<file path="config.mk">
export PLATFORM = sky130hd
export DESIGN_NAME = cpu_timing_cond
export DESIGN_NICKNAME = d
export VERILOG_FILES = /design/src/rtl/cpu_timing_cond_pkg.sv /design/src/rtl/cpu_timing_cond_ctrl.sv /design/src/rtl/cpu_timing_cond_path.sv /design/src/rtl/cpu_timing_cond.sv
export SDC_FILE = /design/constraint.sdc
export NUM_CORES = 1
export LEC_CHECK = 0
export BUFFER_PORTS_ARGS = -buffer_cell sky130_fd_sc_hd__clkbuf_2
export CAP_MARGIN = 25
export CORE_MARGIN = 2
export CORE_UTILIZATION = 35
export DETAILED_ROUTE_END_ITERATION = 6
export GPL_ROUTABILITY_DRIVEN = 0
export GPL_TIMING_DRIVEN = 0
export PLACE_DENSITY_LB_ADDON = 0.25
export SYNTH_ARGS = -nofsm -noshare
export SYNTH_HDL_FRONTEND = slang
export SYNTH_HIERARCHICAL = 1
export SYNTH_SLANG_ARGS = --single-unit
</file>
<file path="constraint.sdc">
create_clock -name oscClk -period 2.9 [get_ports oscClk]
set_input_delay 0 -clock oscClk [delete_from_list [all_inputs] [get_ports oscClk]]
set_output_delay 0 -clock oscClk [all_outputs]
set_load 0.01 [all_outputs]
</file>
<file path="src/rtl/cpu_timing_cond_pkg.sv">
package cpu_timing_cond_pkg;

  // Phase strobes from the divider control to the datapath, all for the
  // oscillator cycle in which they are high.
  typedef struct packed {
    logic holdSync;  // clock-sync active: initialise
    logic clkRise;   // clkOut rises at the end of this cycle
    logic clkFall;   // clkOut falls at the end of this cycle
  } phaseStrobe_t;

endpackage

</file>
<file path="src/rtl/cpu_timing_cond_ctrl.sv">
module cpu_timing_cond_ctrl
  import cpu_timing_cond_pkg::*;
#(
  parameter int DIV_N = 3
) (
  input  logic         oscClk,
  input  logic         clkSync,
  output phaseStrobe_t strobe,
  output logic         clkOut,
  output logic         pclkOut
);

  localparam int CW = (DIV_N > 2) ? $clog2(DIV_N) : 1;
  localparam logic [CW-1:0] LAST = CW'(DIV_N - 1);

  logic [CW-1:0] phaseCnt;
  logic [CW-1:0] phaseNext;
  logic          clkQ;
  logic          pclkQ;

  always_comb begin
    phaseNext = (phaseCnt == LAST) ? '0 : phaseCnt + CW'(1);
  end

  always_comb begin
    strobe.holdSync = clkSync;
    strobe.clkRise  = !clkSync && (phaseCnt == LAST);
    strobe.clkFall  = !clkSync && (phaseCnt == '0);
  end

  always_ff @(posedge oscClk) begin
    if (clkSync) begin
      phaseCnt <= '0;
      clkQ     <= 1'b1;
      pclkQ    <= 1'b0;
    end else begin
      phaseCnt <= phaseNext;
      clkQ     <= (phaseNext == '0);
      if (strobe.clkRise) begin
        pclkQ <= ~pclkQ;
      end
    end
  end

  assign clkOut  = clkQ;
  assign pclkOut = pclkQ;

endmodule

</file>
<file path="src/rtl/cpu_timing_cond_path.sv">
module cpu_timing_cond_path
  import cpu_timing_cond_pkg::*;
#(
  parameter int RESET_MIN   = 4,
  parameter int SYNC_STAGES = 2
) (
  input  logic         oscClk,
  input  phaseStrobe_t strobe,
  input  logic         rstReqN,
  input  logic         rdyReq,
  input  logic         oneStageSel,
  output logic         resetOut,
  output logic         readyOut
);

  localparam int HW = $clog2(RESET_MIN + 1);
  localparam logic [HW-1:0] HOLD_LOAD = HW'(RESET_MIN);

  logic [HW-1:0]          holdCnt;
  logic                   resetQ;
  logic [SYNC_STAGES-1:0] stageQ;
  logic                   readyQ;

  // Reset capture and stretch: sampled only ahead of a clkOut rising edge.
  always_ff @(posedge oscClk) begin
    if (strobe.holdSync) begin
      holdCnt <= HOLD_LOAD;
      resetQ  <= 1'b1;
    end else if (strobe.clkRise) begin
      if (!rstReqN) begin
        holdCnt <= HOLD_LOAD;
        resetQ  <= 1'b1;
      end else if (holdCnt > HW'(1)) begin
        holdCnt <= holdCnt - HW'(1);
      end else begin
        holdCnt <= '0;
        resetQ  <= 1'b0;
      end
    end
  end

  // Ready synchronizer chain, shifted on clkOut rising edges.
  for (genvar g = 0; g < SYNC_STAGES; g++) begin : gStage
    if (g == 0) begin : gFirst
      always_ff @(posedge oscClk) begin
        if (strobe.holdSync) begin
          stageQ[0] <= 1'b0;
        end else if (strobe.clkRise) begin
          stageQ[0] <= rdyReq;
        end
      end
    end else begin : gNext
      always_ff @(posedge oscClk) begin
        if (strobe.holdSync) begin
          stageQ[g] <= 1'b0;
        end else if (strobe.clkRise) begin
          stageQ[g] <= stageQ[g-1];
        end
      end
    end
  end

  // Output stage: depth picked at run time, updated on clkOut falling edges.
  always_ff @(posedge oscClk) begin
    if (strobe.holdSync) begin
      readyQ <= 1'b0;
    end else if (strobe.clkFall) begin
      readyQ <= oneStageSel ? stageQ[0] : stageQ[SYNC_STAGES-1];
    end
  end

  assign resetOut = resetQ;
  assign readyOut = readyQ;

endmodule

</file>
<file path="src/rtl/cpu_timing_cond.sv">
module cpu_timing_cond
  import cpu_timing_cond_pkg::*;
#(
  parameter int DIV_N       = 3,
  parameter int RESET_MIN   = 4,
  parameter int SYNC_STAGES = 2
) (
  input  logic oscClk,
  input  logic clkSync,
  input  logic rstReqN,
  input  logic rdyReq,
  input  logic oneStageSel,
  output logic clkOut,
  output logic pclkOut,
  output logic resetOut,
  output logic readyOut
);

  phaseStrobe_t strobe;

  cpu_timing_cond_ctrl #(
    .DIV_N(DIV_N)
  ) u_ctrl (
    .oscClk (oscClk),
    .clkSync(clkSync),
    .strobe (strobe),
    .clkOut (clkOut),
    .pclkOut(pclkOut)
  );

  cpu_timing_cond_path #(
    .RESET_MIN  (RESET_MIN),
    .SYNC_STAGES(SYNC_STAGES)
  ) u_path (
    .oscClk     (oscClk),
    .strobe     (strobe),
    .rstReqN    (rstReqN),
    .rdyReq     (rdyReq),
    .oneStageSel(oneStageSel),
    .resetOut   (resetOut),
    .readyOut   (readyOut)
  );

endmodule

</file>
After elaboration in Yosys (flattened, before gate mapping)
Index checks and enable logic that the tools add are counted.
{ "totals": {"out_inout_bits": 4, "in_bits": 5, "reg_bits": 11, "wordCells": 26} }
{ "classes": {"add_sub_neg": 2, "n_mux": 6, "reduce_logical": 6, "bitwise_logic": 1, "order_cmp": 1, "eq_ne": 2} }
{ "op_table": {"columns": ["op", "count"], "rows": [
  ["3-bit 2-to-1 mux", 2],
  ["2-bit logical NOT", 2],
  ["3-bit by 1-bit > comparator with 1-bit output (second input constant)", 1],
  ["1-bit 2-to-1 mux", 3],
  ["3-bit by 1-bit subtractor with 3-bit output (second input constant)", 1],
  ["2-bit by 1-bit adder with 2-bit output (second input constant)", 1],
  ["2-bit equality test (second input constant)", 1],
  ["1-bit logical AND", 2],
  ["2-bit 2-to-1 mux", 1],
  ["2-bit != test (second input constant)", 1],
  ["2-bit AND reduction", 1],
  ["1-bit logical NOT", 1],
  ["1-bit inverter", 1]
]} }

Logic depth before layout (Yosys ltp)
{ "depth": {"ltp_word": 3, "ltp_mapped": 5, "depth_no_buf": 5} }

Modules after synthesis
The synthesis kept the hierarchy.
{ "modules_own_cells": {"columns": ["module", "cells_each", "seq_area_each_um2", "instances", "area_each_um2"], "rows": [
  ["cpu_timing_cond_path", 35, 140.1, 1, 334.1],
  ["cpu_timing_cond_ctrl", 15, 80.1, 1, 148.9]
]} }

Worst setup path before layout
OpenSTA, ideal clock, no wires.
{ "synth_timing": {"path_kind": "reg2reg", "from": "register u_ctrl.phaseCnt[0]", "to": "register u_path.resetQ, in the netlist u_path/resetOut", "setup_slack_ps": 1660, "setup_time_ps": 122, "arrival_time_ps": 1118, "stages_incl_launch_ff": 6, "period_less_slack_ps": 1240, "t_required_ps": 2778, "path_buffers": 1, "cell_sequence": "dfxtp_1 nor2b_2 nor2b_1 buf_2 nand3b_1 a221o_1"} }
{ "synth_lines": {"columns": ["element", "line_no", "rtl"], "rows": [
  ["from (decl)", "cpu_timing_cond_ctrl.sv:16", "logic [CW-1:0] phaseCnt;"],
  ["from (signal assigned)", "cpu_timing_cond_ctrl.sv:37", "phaseCnt <= phaseNext;"],
  ["to (signal assigned)", "cpu_timing_cond_path.sv:28", "resetQ <= 1'b1;"],
  ["to (signal assigned)", "cpu_timing_cond_path.sv:32", "resetQ <= 1'b1;"],
  ["to (signal assigned)", "cpu_timing_cond_path.sv:37", "resetQ <= 1'b0;"],
  ["to (decl)", "cpu_timing_cond_path.sv:20", "logic resetQ;"]
]} }

==> impl_results.md <==
* Post-synth top area share at 45.6%
* CP max stage delay at 340 ps
* Port Buf Inserts at 8
* Worst hold start: rstReqN
* Relative slew slack at 76.5%
* Post-synth EDFFs at 0
* Vias in the first global route at 336
* Vias per inst at 4.67
* Clk Latency, worst-skew pair at 270 ps
* Fillers at 138
* CTS buffer count at 3
* Netlist cell types at 25
* Post-layout nets at 71
* Final Power at 0.000299 W
* Grt ovf at 0
* Startpoint types: register
* Clock slew at reported path FFs at 80 ps
* Util after Layout at 44.5%
* Tmin final at 1340 ps
* Share of cells above drive strength 1 at 27.0%
* Yosys synthesis warning count at 6
* First-pass GRT wire length at 1.37 mm
* Post-synthesis cell count at 50
* CTS tree: done
* Ranking of synthesized cells by area: dfxtp_1, mux2i_1, nor2_1
* Final setup fails at 0
* Number of max-cap violations at 0
* Total GRT Usage at 13.6%
* F_max at 748 MHz
* Post-DP HPWL at 548 um
* Synth async-reset ratio at 0%
* CP max FO at 10
* Worst-Margin Slew at 352 ps
* CTS Sinks at 11
* Routed len/inst at 9.59 um
* Root Driver: clkbuf_4
* Average cell area after synthesis at 9.66 um2
* Max IR drop VDD at 0.276 mV
* Sum Neg Setup Slack at 0 ps
* DIE WIDTH at 41.1 um
* Static leakage at 0.239 nW
* Core Region at 0.00130 mm2
* Area leader, netlist: dfxtp_1
* Crit path kind: reg -> reg
* Die Height at 41.1 um
* Most common library cells after synthesis: dfxtp_1, nor2_1, inv_1, mux2i_1
* PwrDens at 517 mW/mm2
* Via Count at 364
* Mapped Area at 483 um2
* Crit path from: u_ctrl/phaseCnt[0]$_SDFF_PP0_
* Status: finished, final reports clean
* CP cell instances: nor2b_2 -> nor2b_1 -> buf_2 -> nand3b_1 -> a221o_1
* Final-report hold violation count at 0
* Die area at 0.00169 mm2
* Post-CTS setup buffer count at 0
* RSZ-0062 raised after global routing: false
* Max Slew Vio Count at 0
* Diodes inserted at 0
* Area of the multi-input gates at 231 um2
* Max clock buf depth at 2
* Largest net degree at the start of global routing at 11
* Syn Nets at 57
* Critical R2R Launch: u_ctrl/phaseCnt[0]$_SDFF_PP0_
* Worst Path Required at 3060 ps
* WP data arrival at 1500 ps
* H-Tree Depth at 1
* Bufs and invs on worst path at 1
* Worst Hold Class: in -> reg
* Post-synthesis sequential area ratio at 45.6%
* Layout Area Growth over Synthesis at 19.9%
* Most frequent cell after synthesis: dfxtp_1
* Initial core utilization at 37.1%
* DRT iter0 DRCs at 1
* Initial antenna violation count at 0
* Site row count at 13
* Max Clock Skew at 4.83 ps
* DRT Pass-1 Iters at 2
* Post-synthesis register bit count at 11
* Total wire length at 748 um
* Remaining antenna violation count at 0
* CP max stage cell: dfxtp_1
* DRC violations left at 0
* # IOs at 9
* Largest delay share family, worst path: simple AND/OR/NAND/NOR gates
* Period utilization at 46.1%
* Ys flop type: dfxtp_1
* Register Area at 220 um2
* Setup crit end kind: register
## what timing repair did
item	in CTS	in global routing
hold buffers	1	0
endpoints found under the hold margin	1	0
gates resized for setup	0	0
## through the flow
step                      hold slack, ps  worst slack [ps]  cells  instance area (um2)
after floorplan                      147              1660     50                  483
after global placement               243              1570     73                  542
after detailed placement             247              1570     73                  542
after CTS                           25.8              1540     78                  579
after global routing                53.1              1450     78                  579
final                               36.2              1560     78                  579
## path summary, 6_finish.rpt
check	end	slack (ps)	depth (start not counted)
max	u_path/resetOut$_SDFFE_PP1P_	1560	5
min	u_path/holdCnt[1]$_SDFFE_PP0P_	40	3
max reg2reg	u_path/resetOut$_SDFFE_PP1P_	1560	5
min reg2reg	u_ctrl/phaseCnt[0]$_SDFF_PP0_	470	1
## placed cells by master (no fill, tap or decap), drive strengths merged, types with 2 or more instances in the layout
master	n
nor2b	3
inv	4
ha	2
buf	2
nor2	8
a221o	2
mux2i	3
dfxtp	11
clkbuf	12
## final cells by class
cell class                      count  area share, %
Timing Repair Buffer                9           8.64
Clock inverter                      1          0.864
Sequential cell                    11           38.0
Multi-Input combinational cell     32           40.0
Tap cell                           15           3.24
Clock buffer                        3           3.89
Buffer                              3           2.81
Inverter                            4           2.59
## registers in the layout, indices dropped and copies added, names as in the netlist
signal           cells
u_path/holdCnt       3
u_ctrl/phaseCnt      2
u_path/stageQ        2
u_ctrl/clkOut        1
u_ctrl/pclkOut       1
u_path/readyOut      1
u_path/resetOut      1
## per-layer routing
| layer | track usage [%] | part of all wire [%] | wire length, um | vias to the layer above |
|---|---|---|---|---|
| met3 | 9.78 | 6.4 | 48 | 0 |
| li1 | - | - | - | 198 |
| met5 | 0 | 0 | 0 | - |
| met4 | 7.26 | 0 | 0 | 0 |
| met1 | 14.4 | 52 | 392 | 158 |
| met2 | 19.9 | 41 | 307 | 8 |
## worst reg2reg max path: cells and delay by family (launching register included)
family / cells / cell delay (ps)
AO/OA/AOI/OAI: 1 / 290
buffers and inverters: 1 / 220
flip-flops: 1 / 340
AND/OR/NAND/NOR: 3 / 370
## power breakdown
part           switching, W  internal (W)   total, W
Clock             0.0000554     0.0000511   0.000107
Sequential       0.00000460      0.000158   0.000162
Combinational     0.0000148     0.0000156  0.0000304
Total             0.0000748      0.000225   0.000299
## kinds of logic (layout without fill, tap and decap cells)
logic type | count (synthesis) | in the layout | synth area share [%]
buffers and inverters | 7 | 20 | 6.47
AOI/OAI and AO/OA | 10 | 10 | 16.8
muxes | 4 | 4 | 9.33
and+or+nand+nor | 16 | 16 | 16.6
DFF | 11 | 11 | 45.6
adders and majority gates | 2 | 2 | 5.18
No activity file was read; power rests on OpenSTA's default activity.
